==> src/rtl/mdio_pkg.sv <==
package mdio_pkg;

  localparam int unsigned PRE_LEN   = 32;
  localparam int unsigned ADDR_W    = 5;
  localparam int unsigned DATA_W    = 16;
  localparam int unsigned FRAME_LEN = PRE_LEN + 2 + 2 + 2*ADDR_W + 2 + DATA_W;
  localparam int unsigned TA_POS    = FRAME_LEN - DATA_W - 2;
  localparam int unsigned DATA_POS  = FRAME_LEN - DATA_W;

  typedef struct packed {
    logic [ADDR_W-1:0] regad;
    logic [ADDR_W-1:0] phy;
    logic [1:0]        op;
    logic [1:0]        st;
    logic [DATA_W-1:0] data;
  } cmd_t;

  function automatic logic cmd_is_read(cmd_t c);
    if (c.st == 2'b01) return (c.op == 2'b10);
    return c.op[1];
  endfunction

  function automatic logic [FRAME_LEN-1:0] build_frame(cmd_t c);
    logic rd;
    rd = cmd_is_read(c);
    return {{PRE_LEN{1'b1}}, c.st, c.op, c.phy, c.regad,
            rd ? 2'b11 : 2'b10,
            rd ? {DATA_W{1'b1}} : c.data};
  endfunction

endpackage

==> src/rtl/mdio_clkgen.sv <==
module mdio_clkgen #(
  parameter int unsigned DIV_HALF = 10
) (
  input  logic clk,
  input  logic rst_n,
  input  logic en,
  output logic mdc,
  output logic rise_tick,
  output logic fall_tick
);
  localparam int unsigned CW = $clog2(DIV_HALF + 1);

  logic [CW-1:0] cnt_q, cnt_d;
  logic          mdc_q, mdc_d;
  logic          term;

  assign term = (cnt_q == CW'(DIV_HALF - 1));

  always_comb begin
    cnt_d = cnt_q;
    mdc_d = mdc_q;
    if (!en) begin
      cnt_d = '0;
      mdc_d = 1'b0;
    end else if (term) begin
      cnt_d = '0;
      mdc_d = ~mdc_q;
    end else begin
      cnt_d = cnt_q + 1'b1;
    end
  end

  always_ff @(posedge clk or negedge rst_n) begin
    if (!rst_n) begin
      cnt_q <= '0;
      mdc_q <= 1'b0;
    end else begin
      cnt_q <= cnt_d;
      mdc_q <= mdc_d;
    end
  end

  assign mdc       = mdc_q;
  assign rise_tick = en && term && !mdc_q;
  assign fall_tick = en && term &&  mdc_q;


  half_period_chk: assert property (@(posedge clk) disable iff (!rst_n)
    (en && !term) |=> $stable(mdc_q));

endmodule

==> src/rtl/mdio_frame.sv <==
module mdio_frame
  import mdio_pkg::*;
(
  input  logic              clk,
  input  logic              rst_n,
  input  logic              start,
  input  cmd_t              cmd,
  input  logic              rise_tick,
  input  logic              fall_tick,
  input  logic              mdio_i,
  output logic              mdio_o,
  output logic              mdio_oe,
  output logic              active,
  output logic              done,
  output logic [DATA_W-1:0] rx_data
);
  localparam int unsigned PW = $clog2(FRAME_LEN);

  logic                 active_q, active_d;
  logic                 rd_q, rd_d;
  logic [PW-1:0]        pos_q, pos_d;
  logic [FRAME_LEN-1:0] tx_q, tx_d;
  logic [DATA_W-1:0]    rx_q, rx_d;
  logic                 last_bit;

  assign last_bit = (pos_q == PW'(FRAME_LEN - 1));
  assign done     = active_q && fall_tick && last_bit;

  always_comb begin
    active_d = active_q;
    rd_d     = rd_q;
    pos_d    = pos_q;
    tx_d     = tx_q;
    rx_d     = rx_q;
    if (start && !active_q) begin
      active_d = 1'b1;
      rd_d     = cmd_is_read(cmd);
      pos_d    = '0;
      tx_d     = build_frame(cmd);
      rx_d     = '0;
    end else if (active_q) begin
      if (rise_tick && rd_q && (pos_q >= PW'(DATA_POS)))
        rx_d = {rx_q[DATA_W-2:0], mdio_i};
      if (fall_tick) begin
        pos_d = pos_q + 1'b1;
        tx_d  = {tx_q[FRAME_LEN-2:0], 1'b1};
        if (last_bit) active_d = 1'b0;
      end
    end
  end

  always_ff @(posedge clk or negedge rst_n) begin
    if (!rst_n) begin
      active_q <= 1'b0;
      rd_q     <= 1'b0;
      pos_q    <= '0;
      tx_q     <= '0;
      rx_q     <= '0;
    end else begin
      active_q <= active_d;
      rd_q     <= rd_d;
      pos_q    <= pos_d;
      tx_q     <= tx_d;
      rx_q     <= rx_d;
    end
  end

  assign mdio_o  = tx_q[FRAME_LEN-1];
  assign mdio_oe = active_q && !(rd_q && (pos_q >= PW'(TA_POS)));
  assign active  = active_q;
  assign rx_data = rx_q;


  pin_change_on_fall_chk: assert property (@(posedge clk) disable iff (!rst_n)
    (active_q && !fall_tick) |=> ($stable(mdio_o) && $stable(mdio_oe)));

endmodule

==> src/rtl/mdio_cmdreg.sv <==
module mdio_cmdreg
  import mdio_pkg::*;
(
  input  logic              clk,
  input  logic              rst_n,
  input  logic              wr_en,
  input  logic [31:0]       wr_data,
  input  logic              done,
  input  logic [DATA_W-1:0] rx_data,
  output logic              busy,
  output logic              start,
  output cmd_t              new_cmd,
  output logic [31:0]       rd_data
);
  cmd_t cmd_q, cmd_d;
  logic busy_q, busy_d;
  logic unused_ready_bit;

  assign unused_ready_bit = wr_data[30];
  assign new_cmd = cmd_t'(wr_data[29:0]);
  assign start   = wr_en && !busy_q && wr_data[31];

  always_comb begin
    cmd_d  = cmd_q;
    busy_d = busy_q;
    if (busy_q) begin
      if (done) begin
        busy_d = 1'b0;
        if (cmd_is_read(cmd_q)) cmd_d.data = rx_data;
      end
    end else if (wr_en) begin
      cmd_d  = new_cmd;
      busy_d = wr_data[31];
      if (wr_data[31] && cmd_is_read(new_cmd)) cmd_d.data = '0;
    end
  end

  always_ff @(posedge clk or negedge rst_n) begin
    if (!rst_n) begin
      cmd_q  <= '0;
      busy_q <= 1'b0;
    end else begin
      cmd_q  <= cmd_d;
      busy_q <= busy_d;
    end
  end

  assign busy    = busy_q;
  assign rd_data = {busy_q, ~busy_q, cmd_q};


  busy_hold_chk: assert property (@(posedge clk) disable iff (!rst_n)
    (busy_q && !done) |=> busy_q);


  wr_while_busy_chk: assert property (@(posedge clk) disable iff (!rst_n)
    (busy_q && !done && wr_en) |=> $stable(cmd_q));

endmodule

==> src/rtl/mdio_master.sv <==
module mdio_master #(
  parameter int unsigned DIV_HALF = 10
) (
  input  logic        clk,
  input  logic        rst_n,
  input  logic        reg_wr_en,
  input  logic [31:0] reg_wr_data,
  output logic [31:0] reg_rd_data,
  output logic        mdc,
  output logic        mdio_o,
  output logic        mdio_oe,
  input  logic        mdio_i
);
  import mdio_pkg::*;

  logic              busy, start, done, active;
  logic              rise_tick, fall_tick;
  cmd_t              new_cmd;
  logic [DATA_W-1:0] rx_data;

  mdio_cmdreg u_cmdreg (
    .clk     (clk),
    .rst_n   (rst_n),
    .wr_en   (reg_wr_en),
    .wr_data (reg_wr_data),
    .done    (done),
    .rx_data (rx_data),
    .busy    (busy),
    .start   (start),
    .new_cmd (new_cmd),
    .rd_data (reg_rd_data)
  );

  mdio_clkgen #(.DIV_HALF(DIV_HALF)) u_clkgen (
    .clk       (clk),
    .rst_n     (rst_n),
    .en        (busy),
    .mdc       (mdc),
    .rise_tick (rise_tick),
    .fall_tick (fall_tick)
  );

  mdio_frame u_frame (
    .clk       (clk),
    .rst_n     (rst_n),
    .start     (start),
    .cmd       (new_cmd),
    .rise_tick (rise_tick),
    .fall_tick (fall_tick),
    .mdio_i    (mdio_i),
    .mdio_o    (mdio_o),
    .mdio_oe   (mdio_oe),
    .active    (active),
    .done      (done),
    .rx_data   (rx_data)
  );


  idle_quiet_chk: assert property (@(posedge clk) disable iff (!rst_n)
    !busy |-> (!mdc && !mdio_oe));


  busy_frame_match_chk: assert property (@(posedge clk) disable iff (!rst_n)
    busy == active);

endmodule

==> config.mk <==
export PLATFORM = sky130hd
export DESIGN_NAME = mdio_master
export DESIGN_NICKNAME = d
export VERILOG_FILES = /design/src/rtl/mdio_pkg.sv /design/src/rtl/mdio_clkgen.sv /design/src/rtl/mdio_frame.sv /design/src/rtl/mdio_cmdreg.sv /design/src/rtl/mdio_master.sv
export SDC_FILE = /design/constraint.sdc
export NUM_CORES = 1
export LEC_CHECK = 0
export ABC_AREA = 1
export BUFFER_PORTS_ARGS = -buffer_cell sky130_fd_sc_hd__buf_2
export CORE_ASPECT_RATIO = 2
export CORE_UTILIZATION = 30
export CTS_CLUSTER_DIAMETER = 120
export DETAILED_ROUTE_END_ITERATION = 7
export PLACE_DENSITY = 0.58
export SYNTH_ARGS = -nofsm -noshare
export SYNTH_HDL_FRONTEND = slang
export SYNTH_HIERARCHICAL = 1
export SYNTH_SLANG_ARGS = --single-unit
==> constraint.sdc <==
create_clock -name clk -period 1.9 [get_ports clk]
set_input_delay 0.285 -clock clk [delete_from_list [all_inputs] [get_ports clk]]
set_output_delay 0.285 -clock clk [all_outputs]
set_load 0.02 [all_outputs]
# Word-level counts from Yosys, hierarchy flattened
# Cells that the tools add are included.
[word_totals]
regBits = 124
latchBits = 0
mem_bits_rw = 0
mem_bits_ro = 0
in_bits = 36
output_inout_bits = 35
word_cells = 97
memories = 0
[op_classes]
add_sub_neg = 2
multipliers = 0
div_mod_pow = 0
n_lt_le_gt_ge = 2
eq_ne = 9
shift = 0
mux = 44
bitwise = 2
reduce_logical = 25
[ops]
columns = ["operator", "count"]
rows = [
  ["two-way mux 64 bit", 3],
  ["two-way mux 16 bit", 9],
  ["two-way mux 1 bit", 27],
  ["two-way mux 6 bit", 3],
  ["logical AND 1 bit", 13],
  [">= comparator 6 bit (second input constant)", 2],
  ["two-way mux 4 bit", 2],
  ["nonzero test 2 bit", 4],
  ["adder 6 x 1 -> 6 bit (second input constant)", 1],
  ["== test 6 bit (second input constant)", 1],
  ["AND reduction 2 bit", 3],
  ["adder 4 x 1 -> 4 bit (second input constant)", 1],
  ["== test 2 x 1 -> 1 bit (second input constant)", 2],
  ["== test 2 bit (second input constant)", 2],
  ["== test 4 bit (second input constant)", 1],
  ["logical NOT 1 bit", 4],
  ["inequality test 2 bit (second input constant)", 2],
  ["AND reduction 3 bit", 1],
  ["inequality test 2 x 1 -> 1 bit (second input constant)", 1],
  ["NOT 1 bit", 2],
]

# Longest topological paths before layout
# Gate-level depths: netlist of the first run.
[logic_depth]
ltp_word = 13
mapped_depth = 14
depth_no_buf = 12

# Modules after synthesis
# The synthesis of the first run kept the hierarchy.
[by_module_without_submodules]
columns = ["mod", "n_inst", "cells_each", "area_each_um2", "seq_area_each_um2"]
rows = [
  ["mdio_frame", 1, 416, 3686.0, 2202.1],
  ["mdio_cmdreg", 1, 260, 1816.7, 775.7],
  ["mdio_clkgen", 1, 28, 252.7, 125.1],
]

# Worst setup path after synthesis of the first run
# OpenSTA, ideal clock, no wires.
[synth_timing]
kind = "register -> register"
startpoint = "register u_cmdreg.busy_q, in the netlist u_cmdreg/busy"
endpoint = "register u_frame.tx_q[18]"
setup_time_ns = 0.090
arrival_time_ns = 1.889
required_time_ns = 1.810
setup_slack_ns = -0.079
stages_incl_launch_ff = 12
path_buffers = 4
synth_period_minus_slack_ns = 1.979
cell_sequence = "dfrtp_1 > buf_6 > inv_4 > nand2_2 > buf_6 > buf_2 > nor2_1 > inv_1 > nor2_1 > clkbuf_1 > nand2_1 > o221ai_1"
[synth_between]
elab_chain_len = 6
word_cells_on_any_way = 10
cone_classes = "1 x mux; 9 x reduce/logical"
[synth_rtl]
columns = ["element", "line", "source"]
rows = [
  ["start, declared", "mdio_cmdreg.sv:16", "logic busy_q, busy_d;"],
  ["start signal, assigned", "mdio_cmdreg.sv:44", "busy_q <= busy_d;"],
  ["logical NOT 1 bit (*)", "--", ""],
  ["logical AND 1 bit (*) (2 in a row)", "mdio_cmdreg.sv:21", "assign start = wr_en && !busy_q && wr_data[31];"],
  ["net start", "mdio_master.sv:16", "logic busy, start, done, active;"],
  ["logical AND 1 bit (*)", "mdio_frame.sv:35", "if (start && !active_q) begin"],
  ["nonzero test 2 bit (no source line)", "--", ""],
  ["AND reduction 2 bit (no source line)", "--", ""],
  ["end signal, assigned", "mdio_frame.sv:63", "tx_q <= tx_d;"],
  ["end, declared", "mdio_frame.sv:22", "logic [FRAME_LEN-1:0] tx_q, tx_d;"],
]
# The timed path passes the listed nets; every way through them passes the cells marked *.
# A chain may end at the register's enable or synchronous reset.

# Worst setup path after layout of the first run
[layout_timing]
startpoint = "register u_frame.pos_q[5]"
endpoint = "output mdio_oe"
[layout_between]
elab_chain_len = 4
[layout_rtl]
columns = ["element", "line", "source"]
rows = [
  ["start, declared", "mdio_frame.sv:21", "logic [PW-1:0] pos_q, pos_d;"],
  ["start signal, assigned", "mdio_frame.sv:62", "pos_q <= pos_d;"],
  [">= comparator 6 bit", "mdio_frame.sv:69", "assign mdio_oe = active_q && !(rd_q && (pos_q >= PW'(TA_POS)));"],
  ["logical AND 1 bit", "mdio_frame.sv:69", ""],
  ["logical NOT 1 bit", "mdio_frame.sv:69", ""],
  ["logical AND 1 bit", "mdio_frame.sv:69", ""],
  ["end, declared", "mdio_master.sv:11", "output logic mdio_oe,"],
]
# Every way passes these cells.

==> qor.yml, run 1 <==
outcome:
  status: "finished clean"
timing:
  final_max_slew_viol_count: 0
  period_share_pct: 92.8
  fin_crit_ps: 1760
  worst_pin_slew_ps: 441
  hold_viol: 0
  rsz0062_at_grt: "true"
  fmax_mhz: 567
  fin_tns_setup_ps: 0
  setup_viol: 0
  fin_ws_ps: 137
  maxSlewHeadroom_pct: 70.3
  holdWs_ps: 73.2
  skew_ps: 10.5
logic_synthesis:
  synth_seq_cells: 124
  synth_cell_types: 28
  ys_top_cells_by_area: "dfrtp_1 54%, nand2_1 18%, inv_1 5.5%"
  syn-cell-area_mm2: 0.00576
  ys_warn_count: 6
  syn_inst: 704
  synth_top_cell_by_area: "dfrtp_1"
  yosys.area.top_type_share_pct: 53.9
  syn_avg_cell_area_um2: 8.18
  synth_seq_area_share_pct: 53.9
  syn_nets: 743
power:
  finalPower_uw: 6170
  p_clk_share_pct: 54.9
  powerDensity_mw_per_mm2: 876
  leakagePower_uw: 0.00364
  power_frac_seq_pct: 42.8
  p_int_uw: 4810
  ir_drop_v: 0.000535
  power_frac_comb_pct: 2.3
  switching_share_pct: 22.0
  switchingPower_uw: 1350
floorplanning:
  rows: 71
  die_x_um: 99.9
  die_height_um: 198
  io_pins: 71
  dieArea_mm2: 0.0198
  start_util_pct: 30.6
  core_area_mm2: 0.0188
setup_path:
  worstPathArrival_ps: 1480
  path_class: "reg2out"
  r2r_start: "u_clkgen/cnt_q[1]$_DFF_PN0_"
  worst_ep_required_time_ps: 1620
  endpoint_kind: "output pin"
  cp_max_fo: 5
  critical_path.startpoint: "u_frame/pos_q[5]$_DFFE_PN0P_"
  crit_path_start_kind: "flop"
grt:
  grt_pass1_vias: 4565
  antenna_found_initial: 0
  grt_overflow: 0
  grt.total_usage_pct: 14.7
  grt_max_degree: 44
  grt_pass1_wl_um: 22200
clock_tree:
  worstSkewPairLatency_ps: 420
  clk_pin_slew_worst_paths_ps: 60
  clockBufferDepth: 2
  cts.htree.levels: 4
  cts_root_buf: "clkbuf_16"
  cts_tree: "built"
  cts_buffers: 17
  cts.sinks: 124
placement:
  place_inst: 996
  post-place-ws_ps: 16.9
  gp_congestion: 0.768
  io_buffer_count: 69
  dp_hpwl_um: 9410
routing:
  drc: 0
  wl_um: 13500
  num_vias: 4526
  drt_iter0_drc: 229
  vias_per_cell: 4.39
  ant_nets: 0
  dr.pass1.iters: 5
  wl_per_cell_um: 13.1
layout:
  final_cell_mix: "271 x nand2_1, 124 x dfrtp_1, 84 x inv_1"
  antenna_cells: 0
  drive_above_1_share_pct: 19.4
  instances_no_fill: 1030
  areaGrowthSynthToFinish_pct: 22.3
  nets: 801
  final_common_cell: "nand2_1"
min_path:
  min_from: "reg_wr_data[28]"
  worstHoldPathType: "in2reg"
run:
  maxCapViolations: 0
critical path, cell delays in order, from the launching register on:
cell	delay, ps
dfrtp_1	420
nand2_1	100
o21ai_0	80
a21oi_1	240
buf_2	220
state kept, by name, summed over array words and instances, names as in the netlist:
register	count
u_clkgen/cnt_q	4
u_clkgen/mdc	1
u_cmdreg/busy	1
u_cmdreg/rd_data	30
u_frame/active	1
u_frame/pos_q	6
u_frame/rd_q	1
u_frame/rx_data	16
u_frame/tx_q	64
stage by stage:
stage	util, %	area [µm²]
finish	37.4	7040
global route	37.4	7040
CTS	37.0	6970
detailed placement	33.6	6330
global placement	33.6	6330
floorplan	-	5770
cell usage after synthesis:
cell and n:
a22oi_1 14, nand2_1 272, o21ai_0 20, clkbuf_1 12, inv_1 84, nand4_1 1
buf_8 1, nor2_1 35, inv_2 2, o211ai_1 1, nor3_1 1, buf_4 33
dfrtp_1 124, ha_1 3, nand2_4 3, buf_1 2, buf_2 13, buf_6 2
xnor2_1 1, a21oi_1 19, nand3_1 29, inv_4 2, nand2_2 2, o221ai_1 10
a22o_1 1, o21ai_1 1, nand3_2 1, o22ai_1 15
per-layer routing:
layer | part of all wire [%] | GRT usage (%) | wire length [µm]
met5 | 0 | 0 | 0
met4 | 1.9 | 7.84 | 259
met3 | 2.3 | 2.40 | 309
met2 | 56 | 26.4 | 7560
met1 | 40 | 16.3 | 5320
cell families (layout without fill, tap and decap cells):
group,after synthesis,after routing,share of synthesized area (%)
simple gates,344,344,23.7
buf+inv,151,222,12.8
flops,124,124,53.9
compound gates,81,81,8.74
fa+ha+maj,3,3,0.652
xor+xnor,1,1,0.152
power by group through the flow:
stage / clock network (µW) / registers (µW) / logic (µW)
4_1_cts: 3490 / 2640 / 147
6_report: 3390 / 2640 / 139
3_5_place_dp: 0 / 2690 / 145
3_3_place_gp: 0 / 2690 / 145
2_1_floorplan: 0 / 2690 / 61.3
5_1_grt: 3600 / 2640 / 161
final cells by class:
cell class              count  area [µm²]
flip-flops and latches    124        3100
fillers                  2004       11800
repair buffers            102         706
inverters                  88         340
clock buffers              18         439
multi-input cells         429        1950
well taps                 255         319
clock inverters            14         186
final timing paths:
kind / to / slack, ps / depth (start not counted)
worst max-delay path: mdio_oe / 140 / 4
worst min register to register: u_frame/tx_q[14]$_DFFE_PN0P_ / 470 / 2
min in group asynchronous: u_frame/tx_q[63]$_DFFE_PN0P_ / 330 / 2
worst min-delay path: u_cmdreg/rd_data[28]$_DFFE_PN0P_ / 70 / 3
max in group asynchronous: u_cmdreg/rd_data[27]$_DFFE_PN0P_ / 940 / 3
worst max register to register: u_frame/rx_data[15]$_DFFE_PN0P_ / 170 / 13
what timing repair did:
item,CTS,global route
endpoints found under the hold margin,22,0
hold buffers,1,0
resized for setup,0,13
endpoints found under the setup margin,0,57
setup buffers,0,0
Power figures use the tool's default switching activity.
==> run 2, diff against run 1 <==
--- a/config.mk
+++ b/config.mk
@@ -6,12 +6,13 @@
 export NUM_CORES = 1
 export LEC_CHECK = 0
 export ABC_AREA = 1
+export ABC_CLOCK_PERIOD_IN_PS = 1900
 export BUFFER_PORTS_ARGS = -buffer_cell sky130_fd_sc_hd__buf_2
-export CORE_ASPECT_RATIO = 2
-export CORE_UTILIZATION = 30
+export CORE_ASPECT_RATIO = 0.75
+export CORE_UTILIZATION = 40
 export CTS_CLUSTER_DIAMETER = 120
 export DETAILED_ROUTE_END_ITERATION = 7
-export PLACE_DENSITY = 0.58
+export PLACE_DENSITY = 0.71
 export SYNTH_ARGS = -nofsm -noshare
 export SYNTH_HDL_FRONTEND = slang
 export SYNTH_HIERARCHICAL = 1
==> qor.yml, run 2 (synthesized netlist as in run 1, its figures left out) <==
outcome:
  status: "finished clean"
floorplanning:
  die_height_um: 106  # -46%
  start_util_pct: 41.4  # +11 points
  core_area_mm2: 0.0139  # -26%
  rows: 37  # -48%
  io_pins: 71  # unchanged
  die_x_um: 141  # +41%
  dieArea_mm2: 0.0149  # -25%
power:
  finalPower_uw: 6140  # -0.37%
  power_frac_seq_pct: 43.0  # +0.2 points
  ir_drop_v: 0.000504  # -5.9%
  power_frac_comb_pct: 2.3  # about the same
  powerDensity_mw_per_mm2: 892  # +1.8%
  switchingPower_uw: 1370  # +1.2%
  switching_share_pct: 22.3  # +0.34 points
  p_clk_share_pct: 54.7  # -0.2 points
  leakagePower_uw: 0.00359  # -1.4%
  p_int_uw: 4770  # -0.80%
timing:
  maxSlewHeadroom_pct: 61.3  # -8.9 points
  fin_tns_setup_ps: 0  # unchanged
  fmax_mhz: 557  # -1.8%
  final_max_slew_viol_count: 0  # unchanged
  setup_viol: 0  # unchanged
  fin_ws_ps: 105  # -31.9 ps
  period_share_pct: 94.5  # +1.7 points
  skew_ps: 10.6  # +0.0575 ps
  fin_crit_ps: 1800  # +31.9 ps
  hold_viol: 0  # unchanged
  rsz0062_at_grt: "true"
  worst_pin_slew_ps: 579  # +137 ps
routing:
  ant_nets: 0  # unchanged
  wl_um: 12800  # -4.5%
  drt_iter0_drc: 330  # +44%
  drc: 0  # unchanged
  wl_per_cell_um: 13.6  # +4.3%
  vias_per_cell: 4.92  # +12%
  num_vias: 4639  # +2.5%
  dr.pass1.iters: 5  # unchanged
clock_tree:
  cts_root_buf: "clkbuf_16"
  cts.sinks: 124  # unchanged
  cts_buffers: 17  # unchanged
  worstSkewPairLatency_ps: 420  # about the same
  cts.htree.levels: 4  # unchanged
  clk_pin_slew_worst_paths_ps: 60  # about the same
  cts_tree: "built"
  clockBufferDepth: 2  # unchanged
setup_path:
  crit_path_start_kind: "flop"
  worstPathArrival_ps: 2080  # +600 ps
  path_class: "reg2reg"
  worst_ep_required_time_ps: 2190  # +570 ps
  cp_max_fo: 33  # +28
  endpoint_kind: "flop"
layout:
  antenna_cells: 0  # unchanged
  final_common_cell: "nand2_1"
  fill_cells: 1276  # -36%
  instances_no_fill: 943  # -8.4%
  nets: 794  # -0.87%
  areaGrowthSynthToFinish_pct: 19.7
  drive_above_1_share_pct: 20.4  # +1.1 points
  postLayoutCellArea_mm2: 0.00689  # -2.1%
  regMostFlops: "u_frame/tx_q"
  largest_register_ffs: 64  # unchanged
  final_cell_mix: "268 x nand2_1, 124 x dfrtp_1, 84 x inv_1"
grt:
  grt.total_usage_pct: 18.5  # +3.8 points
  grt_pass1_vias: 4372  # -4.2%
  antenna_found_initial: 0  # unchanged
  grt_max_degree: 43  # -2.3%
  grt_pass1_wl_um: 21600  # -2.8%
  grt_overflow: 0  # unchanged
placement:
  io_buffer_count: 69  # unchanged
  place_inst: 909  # -8.7%
  gp_congestion: 0.819  # +6.7%
  dp_hpwl_um: 8100  # -14%
  place_area_mm2: 0.00615  # -2.8%
  post-place-ws_ps: 0.914  # -16.0 ps
run:
  maxCapViolations: 0  # unchanged
min_path:
  worstHoldPathType: "in2reg"
[run 2: final timing paths]
kind                                                  start                               end  slack [ps]  cells after the start
min reg2reg                u_cmdreg/rd_data[12]$_DFFE_PN0P_  u_cmdreg/rd_data[12]$_DFFE_PN0P_         470                      2
min in group asynchronous                             rst_n      u_frame/tx_q[55]$_DFFE_PN0P_         250                      2
max in group asynchronous                             rst_n   u_frame/rx_data[15]$_DFFE_PN0P_        1070                      3
max reg2reg                     u_clkgen/cnt_q[1]$_DFF_PN0_      u_frame/tx_q[13]$_DFFE_PN0P_         100                     11
min                                         reg_wr_data[21]  u_cmdreg/rd_data[21]$_DFFE_PN0P_          80                      3
max                             u_clkgen/cnt_q[1]$_DFF_PN0_      u_frame/tx_q[13]$_DFFE_PN0P_         100                     11
[run 2: per-layer routing]
layer	share of wire [%]	track usage, %	vias to the layer above	wire, µm
met5	0	0	-	0
met4	1.8	7.07	0	237
met3	4.6	4.13	23	588
met2	44	26.9	124	5660
met1	50	27.0	2236	6370
li1	-	-	2256	-
[run 2: repair_timing]
action | CTS | global route
setup buffers | 0 | 1
cloned | 0 | 0
hold buffers | 1 | 0
endpoints found under the hold margin | 49 | 0
setup endpoints to repair | 18 | 81
pin swaps | 0 | 1
gates resized for setup | 5 | 23
[run 2: worst max-delay path: stages, from the launching register on]
cell,delay [ps]
dfrtp_1,390
inv_1,60
ha_1,160
nand3_2,90
nor3_2,140
nand2_2,90
buf_4,170
nand2_1,80
inv_1,70
buf_12,170
a21oi_2,160
nand2_1,70
[run 2: cell type report]
cell class,count,area (µm²),share of cell area (%)
sequential,124,3100,45.0
multi-input combinational,429,2000,29.0
timing repair buffer,95,612,8.88
clock buffer,18,429,6.23
inverter,88,345,5.01
tap,175,219,3.18
clock inverter,14,181,2.63
[run 2: through the flow]
stage | utilization (%) | hold slack (ps)
after floorplan | - | -10.6
after global placement | 44.3 | 141
after detailed placement | 44.3 | 140
after CTS | 48.9 | 72.6
after global routing | 49.6 | 84.1
final | 49.6 | 76.2
[run 2: power by group through the flow]
stage | combinational (µW) | clock [µW] | sequential, µW
after global placement | 139 | 0 | 2690
after detailed placement | 140 | 0 | 2690
after global routing | 160 | 3510 | 2640
after CTS | 143 | 3400 | 2640
final | 139 | 3360 | 2640
after floorplan | 61.3 | 0 | 2690
